===== src/rtl/dd_seq_pkg.sv =====
package dd_seq_pkg;

    typedef enum logic [2:0] {
        ST_NONE = 3'd0,
        ST_BUSY = 3'd1,
        ST_DONE = 3'd2,
        ST_OVR  = 3'd3
    } dd_stat_e;

    typedef enum logic [1:0] {
        PH_IDLE = 2'd0,
        PH_RUN  = 2'd1,
        PH_LINK = 2'd2
    } phase_e;

    typedef struct packed {
        dd_stat_e stat;
        logic     go_link;
        logic     kill_en;
        logic     short_pkt;
    } close_t;

    // Outcome of a buffer that fills before its packet ends.
    function automatic close_t mid_packet_close(input logic dir_in, input logic nxt_vld);
        close_t c;
        c = '{stat: ST_DONE, go_link: 1'b0, kill_en: 1'b0, short_pkt: 1'b0};
        if (nxt_vld) begin
            c.go_link = 1'b1;
        end else if (dir_in) begin
            c.short_pkt = 1'b1;
        end else begin
            c.stat    = ST_OVR;
            c.kill_en = 1'b1;
        end
        return c;
    endfunction

endpackage


===== src/rtl/dd_byte_ctr.sv =====
module dd_byte_ctr #(
    parameter int LEN_W = 16
) (
    input  logic             clk,
    input  logic             rst,
    input  logic             load,
    input  logic [LEN_W-1:0] load_val,
    input  logic             dec,
    output logic             last
);
    localparam logic [LEN_W-1:0] ONE = LEN_W'(1);

    logic [LEN_W-1:0] remain;

    always_ff @(posedge clk) begin
        if (rst)       remain <= '0;
        else if (load) remain <= load_val;
        else if (dec)  remain <= remain - ONE;
    end

    assign last = (remain == ONE);


    no_underflow_chk: assert property (@(posedge clk) disable iff (rst)
        dec |-> remain != '0);

endmodule


===== src/rtl/dd_close_dec.sv =====
module dd_close_dec
    import dd_seq_pkg::*;
(
    input  logic   dir_in,
    input  logic   nxt_vld,
    output close_t act
);
    always_comb act = mid_packet_close(dir_in, nxt_vld);
endmodule


===== src/rtl/dd_done_seq.sv =====
module dd_done_seq
    import dd_seq_pkg::*;
#(
    parameter int LEN_W = 16
) (
    input  logic             clk,
    input  logic             rst,
    input  logic             dd_load,
    input  logic [LEN_W-1:0] dd_len,
    input  logic             dd_nxt_vld,
    input  logic             dd_dir_in,
    input  logic             byte_stb,
    input  logic             pkt_end,
    input  logic             en_set,
    input  logic             eot_clr,
    output logic             chain_req,
    output logic [2:0]       dd_status,
    output logic             ch_en,
    output logic             eot_pulse,
    output logic             eot_flag,
    output logic             short_pkt,
    output logic             zlp
);
    phase_e   phase;
    dd_stat_e stat_q;
    logic     dir_q, nxt_q;
    logic     accept, zero_len, byte_ok, last, hit, eot_set;
    close_t   act;

    assign accept   = dd_load && ch_en && (phase != PH_RUN);
    assign zero_len = (dd_len == '0);
    assign byte_ok  = byte_stb && ch_en && (phase == PH_RUN);
    assign hit      = byte_ok && last;
    assign eot_set  = (accept && zero_len) || hit;

    dd_byte_ctr #(.LEN_W(LEN_W)) i_ctr (
        .clk      (clk),
        .rst      (rst),
        .load     (accept),
        .load_val (dd_len),
        .dec      (byte_ok),
        .last     (last)
    );

    dd_close_dec i_dec (
        .dir_in  (dir_q),
        .nxt_vld (nxt_q),
        .act     (act)
    );

    always_ff @(posedge clk) begin
        if (rst) begin
            phase     <= PH_IDLE;
            stat_q    <= ST_NONE;
            dir_q     <= 1'b0;
            nxt_q     <= 1'b0;
            ch_en     <= 1'b1;
            eot_pulse <= 1'b0;
            eot_flag  <= 1'b0;
            short_pkt <= 1'b0;
            zlp       <= 1'b0;
        end else begin
            eot_pulse <= eot_set;
            short_pkt <= 1'b0;
            zlp       <= 1'b0;
            if (en_set) ch_en <= 1'b1;
            if (eot_set)      eot_flag <= 1'b1;
            else if (eot_clr) eot_flag <= 1'b0;
            if (accept) begin
                dir_q <= dd_dir_in;
                nxt_q <= dd_nxt_vld;
                if (zero_len) begin
                    stat_q <= ST_DONE;
                    zlp    <= dd_dir_in;
                    phase  <= PH_IDLE;
                end else begin
                    stat_q <= ST_BUSY;
                    phase  <= PH_RUN;
                end
            end else if (hit) begin
                if (pkt_end) begin
                    stat_q <= ST_DONE;
                    phase  <= PH_IDLE;
                end else begin
                    stat_q    <= act.stat;
                    phase     <= act.go_link ? PH_LINK : PH_IDLE;
                    short_pkt <= act.short_pkt;
                    if (act.kill_en) ch_en <= 1'b0;
                end
            end
        end
    end

    assign chain_req = (phase == PH_LINK);
    assign dd_status = stat_q;


    flag_rise_chk: assert property (@(posedge clk) disable iff (rst)
        $rose(eot_flag) |-> eot_pulse);

    en_fall_chk: assert property (@(posedge clk) disable iff (rst)
        $fell(ch_en) |-> dd_status == 3'd3);

    short_stat_chk: assert property (@(posedge clk) disable iff (rst)
        short_pkt |-> (dd_status == 3'd2) && eot_pulse && !chain_req);

    zlp_stat_chk: assert property (@(posedge clk) disable iff (rst)
        zlp |-> (dd_status == 3'd2) && eot_pulse);

    link_stat_chk: assert property (@(posedge clk) disable iff (rst)
        $rose(chain_req) |-> eot_pulse && (dd_status == 3'd2));

    dis_quiet_chk: assert property (@(posedge clk) disable iff (rst)
        !ch_en |=> !eot_pulse && !zlp);

    marker_excl_chk: assert property (@(posedge clk) disable iff (rst)
        $onehot0({short_pkt, zlp}));

endmodule


===== config.mk =====
export PLATFORM = sky130hd
export DESIGN_NAME = dd_done_seq
export DESIGN_NICKNAME = d
export VERILOG_FILES = /design/src/rtl/dd_seq_pkg.sv /design/src/rtl/dd_byte_ctr.sv /design/src/rtl/dd_close_dec.sv /design/src/rtl/dd_done_seq.sv
export SDC_FILE = /design/constraint.sdc
export NUM_CORES = 1
export LEC_CHECK = 0
export ABC_AREA = 1
export BUFFER_PORTS_ARGS = -buffer_cell sky130_fd_sc_hd__buf_2
export CAP_MARGIN = 20
export CORE_ASPECT_RATIO = 1.5
export CORE_MARGIN = 2
export CORE_UTILIZATION = 58
export DETAILED_ROUTE_END_ITERATION = 10
export PLACE_DENSITY = 0.84
export SETUP_SLACK_MARGIN = 0.2
export SYNTH_ARGS = -nofsm -noshare
export SYNTH_HDL_FRONTEND = slang
export SYNTH_SLANG_ARGS = --single-unit

===== constraint.sdc =====
create_clock -name clk -period 3.3 [get_ports clk]
set_input_delay 0.33 -clock clk [delete_from_list [all_inputs] [get_ports clk]]
set_output_delay 0.33 -clock clk [all_outputs]
set_load 0.005 [all_outputs]

==> impl_metrics.tcl <==
set metrics [dict create \
    yosys_warnings 0 \
    clkSinkCount 27 \
    grt_pass1_wl_mm 6.85 \
    dieArea_um2 3350 \
    yosysSeqAreaShare_pct 32.2 \
    area_delta_synth_final_pct 12.1 \
    cts_setup_buffers 0 \
    cp_data_required_time_ns 3.46 \
    grt_usage_pct 28.0 \
    start_util_pct 62.1 \
    ys.flop_type "dfxtp_1" \
    post-route-util_pct 69.6 \
    syn_area_um2 1680 \
    fin_skew_ns 0.00290 \
    clock_latency_ns 0.28 \
    hold_path.class "in -> reg" \
    routed_wl_mm 4.14 \
    tns_ns 0 \
    rsz0062_at_grt "false" \
    wire_per_inst_um 12.1 \
    cts_buffers 3 \
    cp_max_fo 17 \
    gp_congestion 0.896 \
    syn-num-nets 303 \
    cts-htree-levels 1 \
    max_freq_mhz 587 \
    period_needed_ns 1.70 \
    timing.final.ws_setup_ns 1.60 \
    root_buffer "clkbuf_8" \
    rows 23 \
    path_clk_slew_ns 0.09 \
    grt_pass1_vias 1689 \
    drc 0 \
    synth_top_cell_by_area "dfxtp_1" \
    vdd_drop_max_mv 0.343 \
    pre_cts_slack_ns 1.62 \
    rr_worst_depth 9 \
    grt_max_degree 24 \
    startpoint_type "flop" \
    num_vias 1761 \
    firstDrtPassIters 4 \
    cts_resized 0 \
    critPathCaptureType "flop" \
    yosysUniqueCellTypes 29 \
    core-area_um2 2710 \
    num_antenna_cells 0 \
    p_per_area_nw_per_um2 433 \
    ys_async_sr_fraction_pct 0 \
    yosysMostFrequentCell "nand2_1" \
    ios 34 \
    cts_buffer_depth 2 \
    final_nets 333 \
    synthCells 276 \
    p_leak_nw 0.918 \
    synth_area_leaders "dfxtp_1 (32%), nand2_1 (19%), nor2_1 (10%)" \
    numPortBuffers 32 \
    synth_edf_count 0 \
    status "finished, final reports clean" \
    ctsHoldBuffers 0 \
    synth_top_area_share_pct 32.2 \
    power_uw 816 \
    holdPathStages 3 \
    synthTopCellsByCount "nand2_1 (85), nor2_1 (45), inv_1 (33), dfxtp_1 (27), a21oi_1 (16)" \
    die_y_um 69.9 \
    post-route-period-util_pct 51.6 \
    setup_viol 0 \
    fp.dieW_um 47.9 \
    criticalPathCategory "reg -> reg" \
    grt-ovfl-total 0 \
    synth-seq-cells 27 \
    syn_avg_cell_area_um2 6.08 \
    hold_viol 0 \
    maxSlewViolCount 0 \
    via_per_inst 5.15 \
    cts_tree "built" \
    fillers 274 \
    critPathArrivalTime_ns 1.86 \
    dp_hpwl_mm 3.18 \
    drive_above_1_share_pct 15.4 \
    ant_nets 0 \
    maxCapViolCount 0 \
    drtIter0Drc 36 \
    antenna_found_initial 0 \
]
[sequential cells by signal (all words and copies together) (netlist names)]
| signal | count |
|---|---|
| i_ctr.remain | 16 |
| dd_status | 2 |
| phase | 2 |
| ch_en | 1 |
| dir_q | 1 |
| eot_flag | 1 |
| eot_pulse | 1 |
| nxt_q | 1 |
| short_pkt | 1 |
| zlp | 1 |
[critical path, cell delays in order, from the launching register on]
cell and delay (ns):
dfxtp_1 0.42, nand2_2 0.09, nor2_4 0.37, inv_2 0.12, nand2_2 0.22, inv_1 0.14
nand2_1 0.08, nand2_1 0.04, inv_1 0.05, a21oi_1 0.05
[power breakdown]
group / total (mW) / leakage, nW / internal [mW] / switching, mW
logic: 0.253 / 0.674 / 0.0877 / 0.165
registers: 0.371 / 0.221 / 0.349 / 0.0222
clock network: 0.192 / 0.0228 / 0.0868 / 0.105
total: 0.816 / 0.918 / 0.523 / 0.293
[per-layer routing]
metal  track usage, %  share of wire [%]
met5                0                  0
met2             49.0                 53
met1             29.6                 40
met4             15.3                3.8
met3             3.36                3.7
[cell type report]
| cell class | count | area (um2) | area share (%) |
|---|---|---|---|
| Clock buffer | 4 | 45.0 | 2.39 |
| Inverter | 35 | 131 | 6.98 |
| Sequential cell | 27 | 541 | 28.7 |
| Tap cell | 37 | 46.3 | 2.46 |
| Timing Repair Buffer | 32 | 160 | 8.50 |
| Multi-Input combinational cell | 207 | 960 | 51.0 |
[kinds of logic after synthesis]
group | Yosys count | share of synthesized area [%]
DFF | 27 | 32.2
other | 1 | 0.223
and+or+nand+nor | 160 | 40.7
xor gates and xnor gates | 3 | 1.57
AOI/OAI and AO/OA | 41 | 13.2
buffers and inverters | 42 | 10.7
adders and majority gates | 2 | 1.49
[layout by cell type (no fill, tap or decap), drive strengths merged]
cell type,netlist,routed
nand2,88,88
o211ai,2,2
o21ai,17,17
a31oi,4,4
inv,35,35
a21oi,17,17
ha,2,2
xor2,3,3
nand3,17,17
conb,1,1
buf,5,32
clkbuf,2,4
or2,2,2
nor2,47,47
dfxtp,27,27
o31ai,1,1
nor3,3,3
nand4,3,3
[worst paths after layout]
check	startpoint	end	slack (ns)
min	dd_dir_in	zlp$_SDFF_PP0_	0.32
max	ch_en$_SDFF_PP1_	i_ctr.remain[7]$_SDFFE_PP0P_	1.60
min reg2reg	phase[1]$_SDFFE_PP0P_	phase[1]$_SDFFE_PP0P_	0.49
max reg2reg	ch_en$_SDFF_PP1_	i_ctr.remain[7]$_SDFFE_PP0P_	1.60
[per-stage QoR]
stage,cells,hold WS [ns],cell area (um2)
3_5_place_dp,338,0.471,1840
2_1_floorplan,276,0.453,1680
5_1_grt,342,0.332,1880
6_report,342,0.315,1880
3_3_place_gp,338,0.460,1840
4_1_cts,342,0.316,1880
Power figures use the tool's default switching activity.
